===== config.mk =====
export PLATFORM = sky130hd
export DESIGN_NAME = ncl_half_adder
export DESIGN_NICKNAME = d
export VERILOG_FILES = /design/src/rtl/ncl_ha_pkg.sv /design/src/rtl/ncl_rst_sync.sv /design/src/rtl/ncl_hold_gate.sv /design/src/rtl/ncl_ha_terms.sv /design/src/rtl/ncl_fault_det.sv /design/src/rtl/ncl_half_adder.sv
export SDC_FILE = /design/constraint.sdc
export NUM_CORES = 1
export LEC_CHECK = 0
export CORE_AREA = 2 2 39 41
export CTS_CLUSTER_SIZE = 10
export DETAILED_ROUTE_END_ITERATION = 10
export DIE_AREA = 0 0 41 43
export PLACE_DENSITY = 0.57
export SLEW_MARGIN = 5
export SYNTH_ARGS = -nofsm -noshare
export SYNTH_HDL_FRONTEND = slang
export SYNTH_SLANG_ARGS = --single-unit

===== constraint.sdc =====
create_clock -name clk -period 0.8 [get_ports clk]
set_input_delay 0.08 -clock clk [delete_from_list [all_inputs] [get_ports clk]]
set_output_delay 0.08 -clock clk [all_outputs]
set_load 0.1 [all_outputs]

===== src/rtl/ncl_ha_pkg.sv =====
package ncl_ha_pkg;
  localparam int unsigned OUT_RAILS = 4;
  localparam int unsigned IDX_C0    = 0;
  localparam int unsigned IDX_C1    = 1;
  localparam int unsigned IDX_S0    = 2;
  localparam int unsigned IDX_S1    = 3;

  typedef struct packed {
    logic t;
    logic f;
  } dual_rail_t;

  function automatic logic dr_is_null(input dual_rail_t v);
    return !(v.t || v.f);
  endfunction
endpackage


===== src/rtl/ncl_rst_sync.sv =====
module ncl_rst_sync #(
  parameter int unsigned STAGES = 2
) (
  input  logic clk,
  input  logic rst_n,
  output logic rst_n_sync
);
  logic [STAGES-1:0] chain_q;
  logic [STAGES-1:0] chain_d;

  always_comb begin
    chain_d = {chain_q[STAGES-2:0], 1'b1};
  end

  always_ff @(posedge clk or negedge rst_n) begin
    if (!rst_n) chain_q <= '0;
    else        chain_q <= chain_d;
  end

  assign rst_n_sync = chain_q[STAGES-1];
endmodule


===== src/rtl/ncl_hold_gate.sv =====
module ncl_hold_gate #(
  parameter bit CLEAR_WINS = 1'b0
) (
  input  logic clk,
  input  logic rst_n,
  input  logic set_i,
  input  logic clr_i,
  output logic q_o
);
  logic d;
  logic upd;

  always_comb begin
    d = q_o;
    if (CLEAR_WINS) begin
      if (clr_i)      d = 1'b0;
      else if (set_i) d = 1'b1;
    end else begin
      if (set_i)      d = 1'b1;
      else if (clr_i) d = 1'b0;
    end
    upd = (d != q_o);
  end

  always_ff @(posedge clk or negedge rst_n) begin
    if (!rst_n)   q_o <= 1'b0;
    else if (upd) q_o <= d;
  end
endmodule


===== src/rtl/ncl_ha_terms.sv =====
module ncl_ha_terms
  import ncl_ha_pkg::*;
(
  input  dual_rail_t                a_i,
  input  dual_rail_t                b_i,
  output logic [OUT_RAILS-1:0]      set_o,
  output logic                      all_null_o
);
  always_comb begin
    set_o         = '0;
    set_o[IDX_C1] = a_i.t & b_i.t;
    set_o[IDX_C0] = (a_i.f & b_i.f) | (a_i.f & b_i.t) | (a_i.t & b_i.f);
    set_o[IDX_S1] = (a_i.f & b_i.t) | (a_i.t & b_i.f);
    set_o[IDX_S0] = (a_i.f & b_i.f) | (a_i.t & b_i.t);
    all_null_o    = dr_is_null(a_i) & dr_is_null(b_i);
  end
endmodule


===== src/rtl/ncl_fault_det.sv =====
module ncl_fault_det
  import ncl_ha_pkg::*;
#(
  parameter int unsigned FAULT_MIN = 3
) (
  input  logic [OUT_RAILS-1:0] rails_i,
  output logic                 over_o
);
  localparam int unsigned CW = $clog2(OUT_RAILS + 1);
  logic [CW-1:0] cnt;

  always_comb begin
    cnt = '0;
    for (int i = 0; i < OUT_RAILS; i++) cnt = cnt + CW'(rails_i[i]);
    over_o = (cnt >= CW'(FAULT_MIN));
  end
endmodule


===== src/rtl/ncl_half_adder.sv =====
module ncl_half_adder
  import ncl_ha_pkg::*;
#(
  parameter int unsigned FAULT_MIN   = 3,
  parameter int unsigned SYNC_STAGES = 2
) (
  input  logic clk,
  input  logic rst_n,
  input  logic a0,
  input  logic a1,
  input  logic b0,
  input  logic b1,
  output logic s0,
  output logic s1,
  output logic c0,
  output logic c1,
  output logic fault
);
  logic                 rst_n_q;
  dual_rail_t           op_a;
  dual_rail_t           op_b;
  logic [OUT_RAILS-1:0] set_v;
  logic [OUT_RAILS-1:0] rail_q;
  logic                 in_null;
  logic                 too_many;

  assign op_a = '{t: a1, f: a0};
  assign op_b = '{t: b1, f: b0};

  ncl_rst_sync #(.STAGES(SYNC_STAGES)) u_rst (
    .clk        (clk),
    .rst_n      (rst_n),
    .rst_n_sync (rst_n_q)
  );

  ncl_ha_terms u_terms (
    .a_i        (op_a),
    .b_i        (op_b),
    .set_o      (set_v),
    .all_null_o (in_null)
  );

  for (genvar g = 0; g < OUT_RAILS; g++) begin : g_rail
    ncl_hold_gate #(.CLEAR_WINS(1'b0)) u_gate (
      .clk   (clk),
      .rst_n (rst_n_q),
      .set_i (set_v[g]),
      .clr_i (in_null),
      .q_o   (rail_q[g])
    );
  end

  ncl_fault_det #(.FAULT_MIN(FAULT_MIN)) u_fdet (
    .rails_i (rail_q),
    .over_o  (too_many)
  );

  ncl_hold_gate #(.CLEAR_WINS(1'b1)) u_fault (
    .clk   (clk),
    .rst_n (rst_n_q),
    .set_i (too_many),
    .clr_i (in_null),
    .q_o   (fault)
  );

  assign c0 = rail_q[IDX_C0];
  assign c1 = rail_q[IDX_C1];
  assign s0 = rail_q[IDX_S0];
  assign s1 = rail_q[IDX_S1];
endmodule


# == Word-level counts from Yosys, hierarchy flattened ==
# Index checks and enable logic that the tools add are counted.
# totals
out_inout_bits,5
elab_cells,38
ff_bits,7
inputBits,6
# classes
n_eq_ne,5
mux,10
reduce_logical,4
add_sub_neg,3
magnitude_cmp,1
bitwise_logic,9
# ops
op,n
1-bit 2-to-1 mux,10
3-bit by 1-bit adder with 3-bit output,2
1-bit bitwise AND,5
1-bit inequality test,5
1-bit bitwise OR,4
"3-bit by 2-bit greater-or-equal comparator with 1-bit output, second input constant",1
1-bit by 1-bit adder with 2-bit output,1
1-bit logical NOT,2
1-bit logical OR,2

# == Logic depth before layout (Yosys ltp) ==
# Gate-level depths: netlist of run 1.
# logic_depth
depth_word,7
mapped_depth,7
mapped_depth_nobuf,7

# == Modules after synthesis ==
# A second synthesis of run 1 with hierarchy kept.
# hier_totals
cells_unflattened,33
hier_area_um2,356.6
# by_module_without_submodules
mod,cells_each,seq_area_each_um2,area_each_um2,instances
ncl_hold_gate at g_rail[0].u_gate ...,3,25.0,36.3,4
ncl_fault_det,9,0.0,71.3,1
ncl_rst_sync,3,50.0,53.8,1
ncl_ha_terms,7,0.0,51.3,1
ncl_hold_gate at u_fault,2,25.0,35.0,1

# == Worst setup path after synthesis of run 1 ==
# Ideal clock, no wire load.
# synth_timing
path_kind,reg2reg
start,register g_rail[0].u_gate.q_o
end,register u_fault.q_o
setup_ns,0.077
n_path_buf,0
stages_incl_launch_ff,8
period_less_slack_ns,2.332
required_time_ns,0.723
arrival_ns,2.254
path_slack_ns,-1.532
cell_sequence,dfrtp_1 ha_1 inv_1 fa_1 inv_1 ha_1 or3b_1 a21oi_1
# synth_between
elab_chain_cells,7
# synth_lines
item,line_no,text
"start, declared",ncl_hold_gate.sv:8,output logic q_o
"start signal, assigned",ncl_hold_gate.sv:26,if (!rst_n) q_o <= 1'b0;
"start signal, assigned",ncl_hold_gate.sv:27,else if (upd) q_o <= d;
1-bit by 1-bit adder with 2-bit output (*),ncl_fault_det.sv:14,for (int i = 0; i < OUT_RAILS; i++) cnt = cnt + CW'(rails_i[i]);
3-bit by 1-bit adder with 3-bit output (*) (2 in a row),ncl_fault_det.sv:14,
3-bit by 2-bit greater-or-equal comparator with 1-bit output (*),ncl_fault_det.sv:15,over_o = (cnt >= CW'(FAULT_MIN));
1-bit 2-to-1 mux (*),ncl_hold_gate.sv:17,else if (set_i) d = 1'b1;
1-bit 2-to-1 mux (*),ncl_hold_gate.sv:16,if (clr_i) d = 1'b0;
1-bit inequality test,ncl_hold_gate.sv:22,upd = (d != q_o);
"end signal, assigned",ncl_hold_gate.sv:26,
"end signal, assigned",ncl_hold_gate.sv:27,
"end, declared",ncl_hold_gate.sv:8,
# Mark *: on every way between the ends. The rest lies on a longest branch, timed or not.
# A chain may end at the register's enable or synchronous reset.

# == Worst setup path in the final report of run 1 ==
# Ends and elaborated chain as after synthesis.

==> out/results.tsv, run 1 <==
metric	value	unit
tns	-3.31	ns
placementRows	14	
gp_congestion	0.739	
rrSetupSlack	-1.02	ns
numCtsBuffers	3	
stdcell_count	76	
grt_pass1_wl	1.35	mm
synth_cell_types	13	
dp.cells	67	
period_needed	1.82	ns
drv_slew	0	
timing.rr.end	u_fault.q_o	
critPathMaxFanout	2	
status	complete, but fails checks	
postPlaceCellArea	636	um^2
htreeDepth	1	
area_growth	109	%
path_class	flop to flop	
rsz0062_at_grt	true	
pin_count	11	
finalWorstSetupSlack	-1.02	ns
drtIter0Drc	0	
grt_max_degree	7	
met2_usage	19.4	%
hpwlAfterDp	657	um
start_util	25.9	%
grtUsageMet3	7.85	%
fin_skew	0.0106	ns
min_period_over_period	227	%
p_total	1430	uW
grt_usage	12.1	%
drt_pass1_iterations	1	
synth_seq_area_share	49.0	%
nFillCells	122	
antenna_found_initial	0	
grt_pass1_vias	346	
synth_area_per_cell	11.2	um^2
num-nets-final	71	
diodes	0	
clkSinkCount	7	
endpoint_kind	flop	
yosys-top-cells-area	dfrtp_1 49%, ha_1 10%, a211oi_1 6.3%	
yosysWarnings	0	
clk_transition_reported_paths	0.06	ns
synth_top_area_share	49.0	%
cts.root.buffer_cell	clkbuf_4	
coreArea	0.00138	mm^2
violations	negative setup slack	
max_freq	550	MHz
hold_viol_final	0	
drc	0	
ir_drop	0.942	mV
die-area	0.00176	mm^2
r2r_start	g_rail[0].u_gate.q_o	
mostFrequentLayoutCells	7 x buf_4, 6 x buf_6, 5 x buf_12	
grt.busiest_layer	met2	
routedWlPerCell	11.2	um
die_x	41	um
reg2reg_depth	7	
synth_area_leader_cell	dfrtp_1	
stdcell_area	749	um^2
clockBufferDepth	2	
layout_commonest_cell	buf_4	
cts_tree	done	
synth-seq-cells	7	
syn_nets	42	
p_leak	0.000322	uW
io_buffers	10	
worst_setup_path_start_kind	flop	
grt_use_met1	12.1	%
final_antenna_net_count	0	
power-per-cell-area	1910	mW/mm^2
synthesis.area	358	um^2
clock_latency	0.25	ns
hold_class	flop to asynchronous set/reset pin	
fp.dieH	43	um
drive_above_1_share	60.0	%
setup_viol	10	
via_per_inst	4.42	
grt-ovfl-total	0	
cp.arrival	2.00	ns
drv_cap	0	
vias	336	
fin_util	54.2	%
wirelength	851	um
synthCells	32	
critical_path_required	0.99	ns
==> area by class of cell <==
class	instances	area (um^2)	area share, %
repair buffers	24	275	36.7
clock buffers	4	26.3	3.51
multi-input cells	21	223	29.7
flip-flops and latches	7	190	25.4
well taps	16	20.0	2.67
inverters	4	15.0	2.00
==> sequential cells by signal, indices dropped and copies added (netlist names) <==
signal and cells:
u_rst.chain_q 2, u_fault.q_o 1, g_rail.u_gate.q_o 4
==> critical path: stages (launching register included) <==
cell and delay, ns:
dfrtp_4 0.49, ha_4 0.26, inv_1 0.04, fa_2 0.32, inv_2 0.06, ha_1 0.11, or3b_1 0.35, a21oi_2 0.12
==> synth_stat cells <==
master    count
or3b_1        1
ha_1          3
o21ai_1       1
a21oi_1       2
a221oi_1      1
nor3_1        3
a211oi_1      3
inv_1         4
fa_1          1
dfrtp_1       7
conb_1        1
nor4_4        1
nor2_1        4
==> through the flow <==
stage / setup slack (ns) / hold slack, ns
after global routing: -1.11 / 0.112
after floorplan: -1.16 / -0.216
after detailed placement: -1.02 / 0.0948
final: -1.02 / 0.0905
after CTS: -1.03 / 0.0981
after global placement: -0.981 / 0.0902
==> kinds of logic (layout without fill, tap and decap cells) <==
kind of cell,count (synthesis),count (layout),synth area share [%]
AOI/OAI and AO/OA,7,7,12.9
adders and majority gates,4,4,16.1
buffers and inverters,4,32,4.19
DFF,7,7,49.0
other,1,1,1.05
and+or+nand+nor,9,9,16.8
==> report_power, final <==
group / switching (uW) / internal, uW
clock: 131 / 190
sequential: 32.6 / 401
combinational: 372 / 304
==> routing by layer <==
layer | part of all wire, % | wire, um
met1 | 39 | 335
met2 | 57 | 482
met3 | 4.0 | 34
met4 | 0 | 0
met5 | 0 | 0
==> timing repair <==
item	in CTS	in global routing
gates cloned	0	0
setup endpoints to repair	10	10
hold buffers	1	0
pin swaps	4	1
setup buffers	2	3
endpoints found under the hold margin	2	0
gates resized for setup	12	5
==> worst max path at each step <==
stage	startpoint	end	slack [ns]	cells after the start
floorplan	g_rail[0].u_gate.q_o	u_fault.q_o	-1.16	7
global placement	g_rail[0].u_gate.q_o	u_fault.q_o	-0.98	7
detailed placement	g_rail[0].u_gate.q_o	u_fault.q_o	-1.02	7
CTS	g_rail[0].u_gate.q_o	u_fault.q_o	-1.03	7
global route	g_rail[0].u_gate.q_o	u_fault.q_o	-1.11	7
finish	g_rail[0].u_gate.q_o	u_fault.q_o	-1.02	7
Power figures use the tool's default switching activity.
==> run 2, diff against run 1 <==
--- a/config.mk
+++ b/config.mk
@@ -9,6 +9,7 @@
 export CTS_CLUSTER_SIZE = 10
 export DETAILED_ROUTE_END_ITERATION = 10
 export DIE_AREA = 0 0 41 43
+export GPL_TIMING_DRIVEN = 0
 export PLACE_DENSITY = 0.57
 export SLEW_MARGIN = 5
 export SYNTH_ARGS = -nofsm -noshare
==> run 2 against run 1 <==
  * The flow still finishes with violations (negative setup slack)
  * Non-clock buffer count shrank 7
  * Clock-buffer cell count is the same
  * Via count shrank 3.3%
  * Global-route usage is the same
  * Critical path type unchanged
  * Critical endpoint unchanged
==> out/results.tsv, run 2 (synthesized netlist as in run 1, its figures left out) <==
metric	value	unit	change
route.met3.wl	43	um	+26%
critical_path_required	0.98	ns	about the same
htreeDepth	1		unchanged
grt_usage	12.1	%	unchanged
top_layer	met4		
drc	0		unchanged
drv_cap	0		unchanged
status	complete, but fails checks		
pwr-share-comb	43.4	%	-3.9 points
worstPathCellList	ha_4, inv_1, fa_2, inv_2, ha_1, or3b_1, a21oi_2		
die_x	41	um	unchanged
pin_count	11		unchanged
coreArea	0.00138	mm^2	unchanged
power-per-cell-area	2020	mW/mm^2	+5.8%
cpMaxStageDelayCell	dfrtp_4		
cts_tree	done		
routedWlPerCell	11.1	um	-0.73%
violations	negative setup slack		
grt_pass1_wl	1.36	mm	+1.0%
io_buffers	10		unchanged
grt_pass1_vias	329		-4.9%
critPathMaxStageDelay	0.49	ns	about the same
grt-ovfl-total	0		unchanged
finalWorstSetupSlack	-1.04	ns	-0.0242 ns
die-area	0.00176	mm^2	unchanged
wl_met2	439	um	-8.9%
vias	325		-3.3%
reg2reg_depth	7		unchanged
r2r_start	g_rail[0].u_gate.q_o		
layout_commonest_cell	buf_12		
diodes	0		unchanged
via_per_inst	4.71		+6.5%
hold_viol_final	0		unchanged
placementRows	14		unchanged
clkSinkCount	7		unchanged
postPlaceCellArea	518	um^2	-19%
p_sw_share	37.6	%	+0.14 points
crit_family	adder cells		
p_leak	0.000279	uW	-13%
cts.root.buffer_cell	clkbuf_4		
worst_setup_path_start_kind	flop		
critPathMaxFanout	2		unchanged
numCtsBuffers	3		unchanged
num-nets-final	64		-9.9%
clock_latency	0.25	ns	about the same
drive_above_1_share	49.1	%	-11 points
cp.arrival	2.02	ns	+0.02 ns
clockBufferDepth	2		unchanged
period_needed	1.84	ns	+0.0242 ns
max_freq	543	MHz	-1.3%
largest_register_ffs	4		unchanged
p_int	838	uW	-6.4%
drv_slew	0		unchanged
area_growth	85.7	%	
setup_viol	10		unchanged
drtIter0Drc	1		+1
hpwlAfterDp	517	um	-21%
p_switching	504	uW	-5.9%
crit_cells	7		unchanged
endpoint_kind	flop		
antenna_found_initial	0		unchanged
rrSetupSlack	-1.04	ns	-0.02 ns
fp.dieH	43	um	unchanged
wirelength	767	um	-9.9%
pre_cts_slack	-1.02	ns	-0.00367 ns
cp_num_buf_inv	2		unchanged
drt_pass1_iterations	2		+1
start_util	25.9	%	unchanged
gp_congestion	0.673		-9.0%
stdcell_area	664	um^2	-11%
wl_met1	270	um	-19%
tns	-3.17	ns	+0.140 ns
grt_max_degree	7		unchanged
top_register	g_rail.u_gate.q_o		
hold_class	flop to asynchronous set/reset pin		
seq_power_share	33.1	%	+2.8 points
largest_registers	g_rail.u_gate.q_o (4), u_rst.chain_q (2), u_fault.q_o (1)		
mostFrequentLayoutCells	5 x buf_12, 4 x nor2_1, 4 x dfrtp_4, 4 x dlygate4sd2_1		
min_period_over_period	230	%	+3.0 points
clockPowerShare	23.6	%	+1.2 points
rsz0062_at_grt	true		
timing.rr.end	u_fault.q_o		
final_antenna_net_count	0		unchanged
path_class	flop to flop		
clk_transition_reported_paths	0.05	ns	about the same
fin_skew	0.00195	ns	-0.00864 ns
ir_drop	0.904	mV	-4.0%
[run 2: changes by cell type in the layout (fill, tap and decap cells not counted), sizes merged]
cell,before,now
buf,18,11
[run 2: routing by layer]
metal | global-route usage [%] | vias up
li1 | - | 154
met1 | 12.1 | 161
met2 | 17.5 | 6
met3 | 9.42 | 4
met4 | 6.00 | 0
met5 | 0 | -
[run 2: power by group through the flow]
stage	Sequential, uW	Clock (uW)	Combinational (uW)
4_1_cts	447	331	524
5_1_grt	448	363	623
6_report	444	316	582
3_3_place_gp	448	0	436
2_1_floorplan	644	0	114
3_5_place_dp	448	0	442
[run 2: layout make-up]
type	instances	area, um^2
fill	134	719
inverter	4	15.0
tap	16	20.0
sequential	7	190
timing repair buffer	17	211
multi-input combinational	21	201
clock buffer	4	26.3
[run 2: metrics by stage]
| step | instances | utilization, % | hold slack, ns | power, uW |
|---|---|---|---|---|
| floorplan | 32 | - | -0.216 | 757 |
| global placement | 58 | 37.4 | 0.0886 | 884 |
| detailed placement | 58 | 37.4 | 0.0894 | 890 |
| CTS | 66 | 44.7 | 0.0941 | 1300 |
| global route | 69 | 48.0 | 0.110 | 1430 |
| finish | 69 | 48.0 | 0.0825 | 1340 |
[run 2: worst max path at each step]
stage	start	endpoint	slack, ns
after detailed placement	g_rail[0].u_gate.q_o	u_fault.q_o	-1.02
after CTS	g_rail[0].u_gate.q_o	u_fault.q_o	-1.02
after floorplan	g_rail[0].u_gate.q_o	u_fault.q_o	-1.16
final	g_rail[0].u_gate.q_o	u_fault.q_o	-1.04
after global routing	g_rail[1].u_gate.q_o	u_fault.q_o	-1.13
after global placement	g_rail[0].u_gate.q_o	u_fault.q_o	-1.01
[run 2: worst reg2reg max path, delay by kind of cell (launching register included)]
family	cells	cell delay (ns)
buf+inv	2	0.10
fa+ha+maj	3	0.70
flops	1	0.49
simple gates	1	0.36
compound gates	1	0.12
[run 2: repair_timing]
action                                  in CTS  in global routing
pin swaps                                    1                  0
endpoints found under the setup margin      10                 10
endpoints found under the hold margin        2                  0
hold buffers                                 1                  0
setup buffers                                3                  3
gates cloned                                 0                  0
gates resized for setup                     44                 11
==> run 3, diff against run 2 <==
==> constraint.sdc (replaced) <==
create_clock -name clk -period 2.4 [get_ports clk]
set_input_delay 0.24 -clock clk [delete_from_list [all_inputs] [get_ports clk]]
set_output_delay 0.24 -clock clk [all_outputs]
set_load 0.1 [all_outputs]
==> run 3 against run 2 <==
  * The flow now finishes without violations
  * Wire length fell by 24%
  * Power shrank 71%
  * First-iteration DRC count increased to 4.0 times the previous value
  * Utilization is 12 points lower
  * Non-clock buffer count is 7 lower
  * Flip-flop and latch count did not move
  * Global-route usage shrank 2.8 points
==> out/results.tsv, run 3 (synthesized netlist as in run 1, its figures left out) <==
metric	value	unit	change
start_util	25.9	%	unchanged
top_layer	met3		
numCtsBuffers	3		unchanged
endpoint_kind	primary output		
fp.dieH	43	um	unchanged
power-per-cell-area	760	mW/mm^2	-62%
clk_transition_reported_paths	0.05	ns	about the same
cp.arrival	1.80	ns	-0.22 ns
cts.root.buffer_cell	clkbuf_4		
wirelength	584	um	-24%
gp_congestion	0.616		-8.4%
wl_met2	270	um	-38%
pre_cts_slack	0.529	ns	+1.55 ns
fin_skew	0.000976	ns	-0.000978 ns
r2r_start	g_rail[0].u_gate.q_o		
drtIter0Drc	4		+3
cp_num_buf_inv	1		-1
num-nets-final	57		-11%
clock_latency	0.24	ns	about the same
route.met3.wl	31	um	-28%
fin_hold_ws	0.0733	ns	-0.00914 ns
max_freq	491	MHz	
wl_met1	283	um	+4.8%
drc	0		unchanged
cts_tree	done		
final_antenna_net_count	0		unchanged
pin_count	11		unchanged
drv_cap	0		unchanged
min_period_over_period	84.9	%	
post_cts_buffers	0		-3
area_growth	40.9	%	
htreeDepth	1		unchanged
grt_max_degree	7		unchanged
die_x	41	um	unchanged
diodes	0		unchanged
finalWorstSetupSlack	0.361	ns	+1.40 ns
largest_register_ffs	4		unchanged
max-slew-margin-rel	35.6	%	
layout_commonest_cell	clkdlybuf4s50_1		
cts_hold_buf	0		-1
critPathMaxFanout	5		+3
period_needed	2.04	ns	
antenna_found_initial	0		unchanged
mostFrequentLayoutCells	10 x clkdlybuf4s50_1, 7 x dfrtp_1, 4 x inv_1, 4 x nor2_1		
die-area	0.00176	mm^2	unchanged
p_leak	0.000206	uW	-26%
critical_path_required	2.16	ns	+1.18 ns
top_register	g_rail.u_gate.q_o		
io_buffers	10		unchanged
hold_viol_final	0		unchanged
vias	281		-14%
drt_pass1_iterations	4		+2
rrSetupSlack	0.54	ns	+1.58 ns
ir_drop	0.335	mV	-63%
critPathMaxStageDelay	1.15	ns	+0.66 ns
timing.rr.end	u_fault.q_o		
drv_slew	0		unchanged
drive_above_1_share	8.70	%	-40 points
hpwlAfterDp	499	um	-3.3%
postCtsResizedCells	0		-100%
reg2reg_depth	7		unchanged
routedWlPerCell	9.42	um	-15%
grt_pass1_vias	267		-19%
placementRows	14		unchanged
via_per_inst	4.53		-3.8%
rsz0062_at_grt	false		
clkSinkCount	7		unchanged
cpMaxStageDelayCell	clkdlybuf4s50_1		
regArea	175	um^2	-7.9%
clockBufferDepth	2		unchanged
worst_setup_path_start_kind	flop		
coreArea	0.00138	mm^2	unchanged
tns	0	ns	+3.17 ns
grt_pass1_wl	1.07	mm	-21%
crit_family	buffers and inverters		
path_class	flop to primary output		
nFillCells	145		+8.2%
status	complete, no violations		
grt_usage	9.32	%	-2.8 points
worst_pin_slew	0.963	ns	
hold_class	flop to asynchronous set/reset pin		
worstPathCellList	clkdlybuf4s50_1		
multi_input_comb_area	168	um^2	-17%
setup_viol	0		-10
grt-ovfl-total	0		unchanged
p_total	383	uW	-71%
largest_registers	g_rail.u_gate.q_o (4), u_rst.chain_q (2), u_fault.q_o (1)		
run 3: cell count changes in the layout (fill, tap and decap cells not counted), sizes merged:
cell           previous run  this run
buf                      11         0
dlygate4sd2               4         0
clkdlybuf4s50             1        10
dlygate4sd3               1         0
run 3: worst max-delay path by stage:
stage | cells after the start | end | startpoint
after floorplan | 7 | u_fault.q_o | g_rail[0].u_gate.q_o
final | 1 | s1 | g_rail[3].u_gate.q_o
after global placement | 7 | u_fault.q_o | g_rail[0].u_gate.q_o
after detailed placement | 7 | u_fault.q_o | g_rail[0].u_gate.q_o
after CTS | 1 | s1 | g_rail[3].u_gate.q_o
after global routing | 1 | s1 | g_rail[3].u_gate.q_o
run 3: layout make-up:
| cell class | count | share of cell area (%) |
|---|---|---|
| clock buffers | 4 | 5.21 |
| inverters | 4 | 2.98 |
| multi-input cells | 21 | 33.3 |
| flip-flops and latches | 7 | 34.7 |
| well taps | 16 | 3.97 |
| repair buffers | 10 | 19.9 |
run 3: power by group:
part / switching [uW] / internal (uW) / total [uW]
combinational: 100 / 42.2 / 143
clock: 38.5 / 63.1 / 102
sequential: 10.1 / 129 / 139
run 3: per-layer routing:
layer,GRT usage (%),vias up
met5,0,-
met2,11.3,8
met3,4.71,0
met1,12.6,131
met4,6.00,0
li1,-,142
run 3: per-stage QoR:
step                      cells  cell area, um^2  utilization (%)
final                        62              504             36.4
after global routing         62              504             36.4
after CTS                    62              504             36.4
after detailed placement     58              478             34.5
after global placement       58              478             34.5
after floorplan              32              358                -
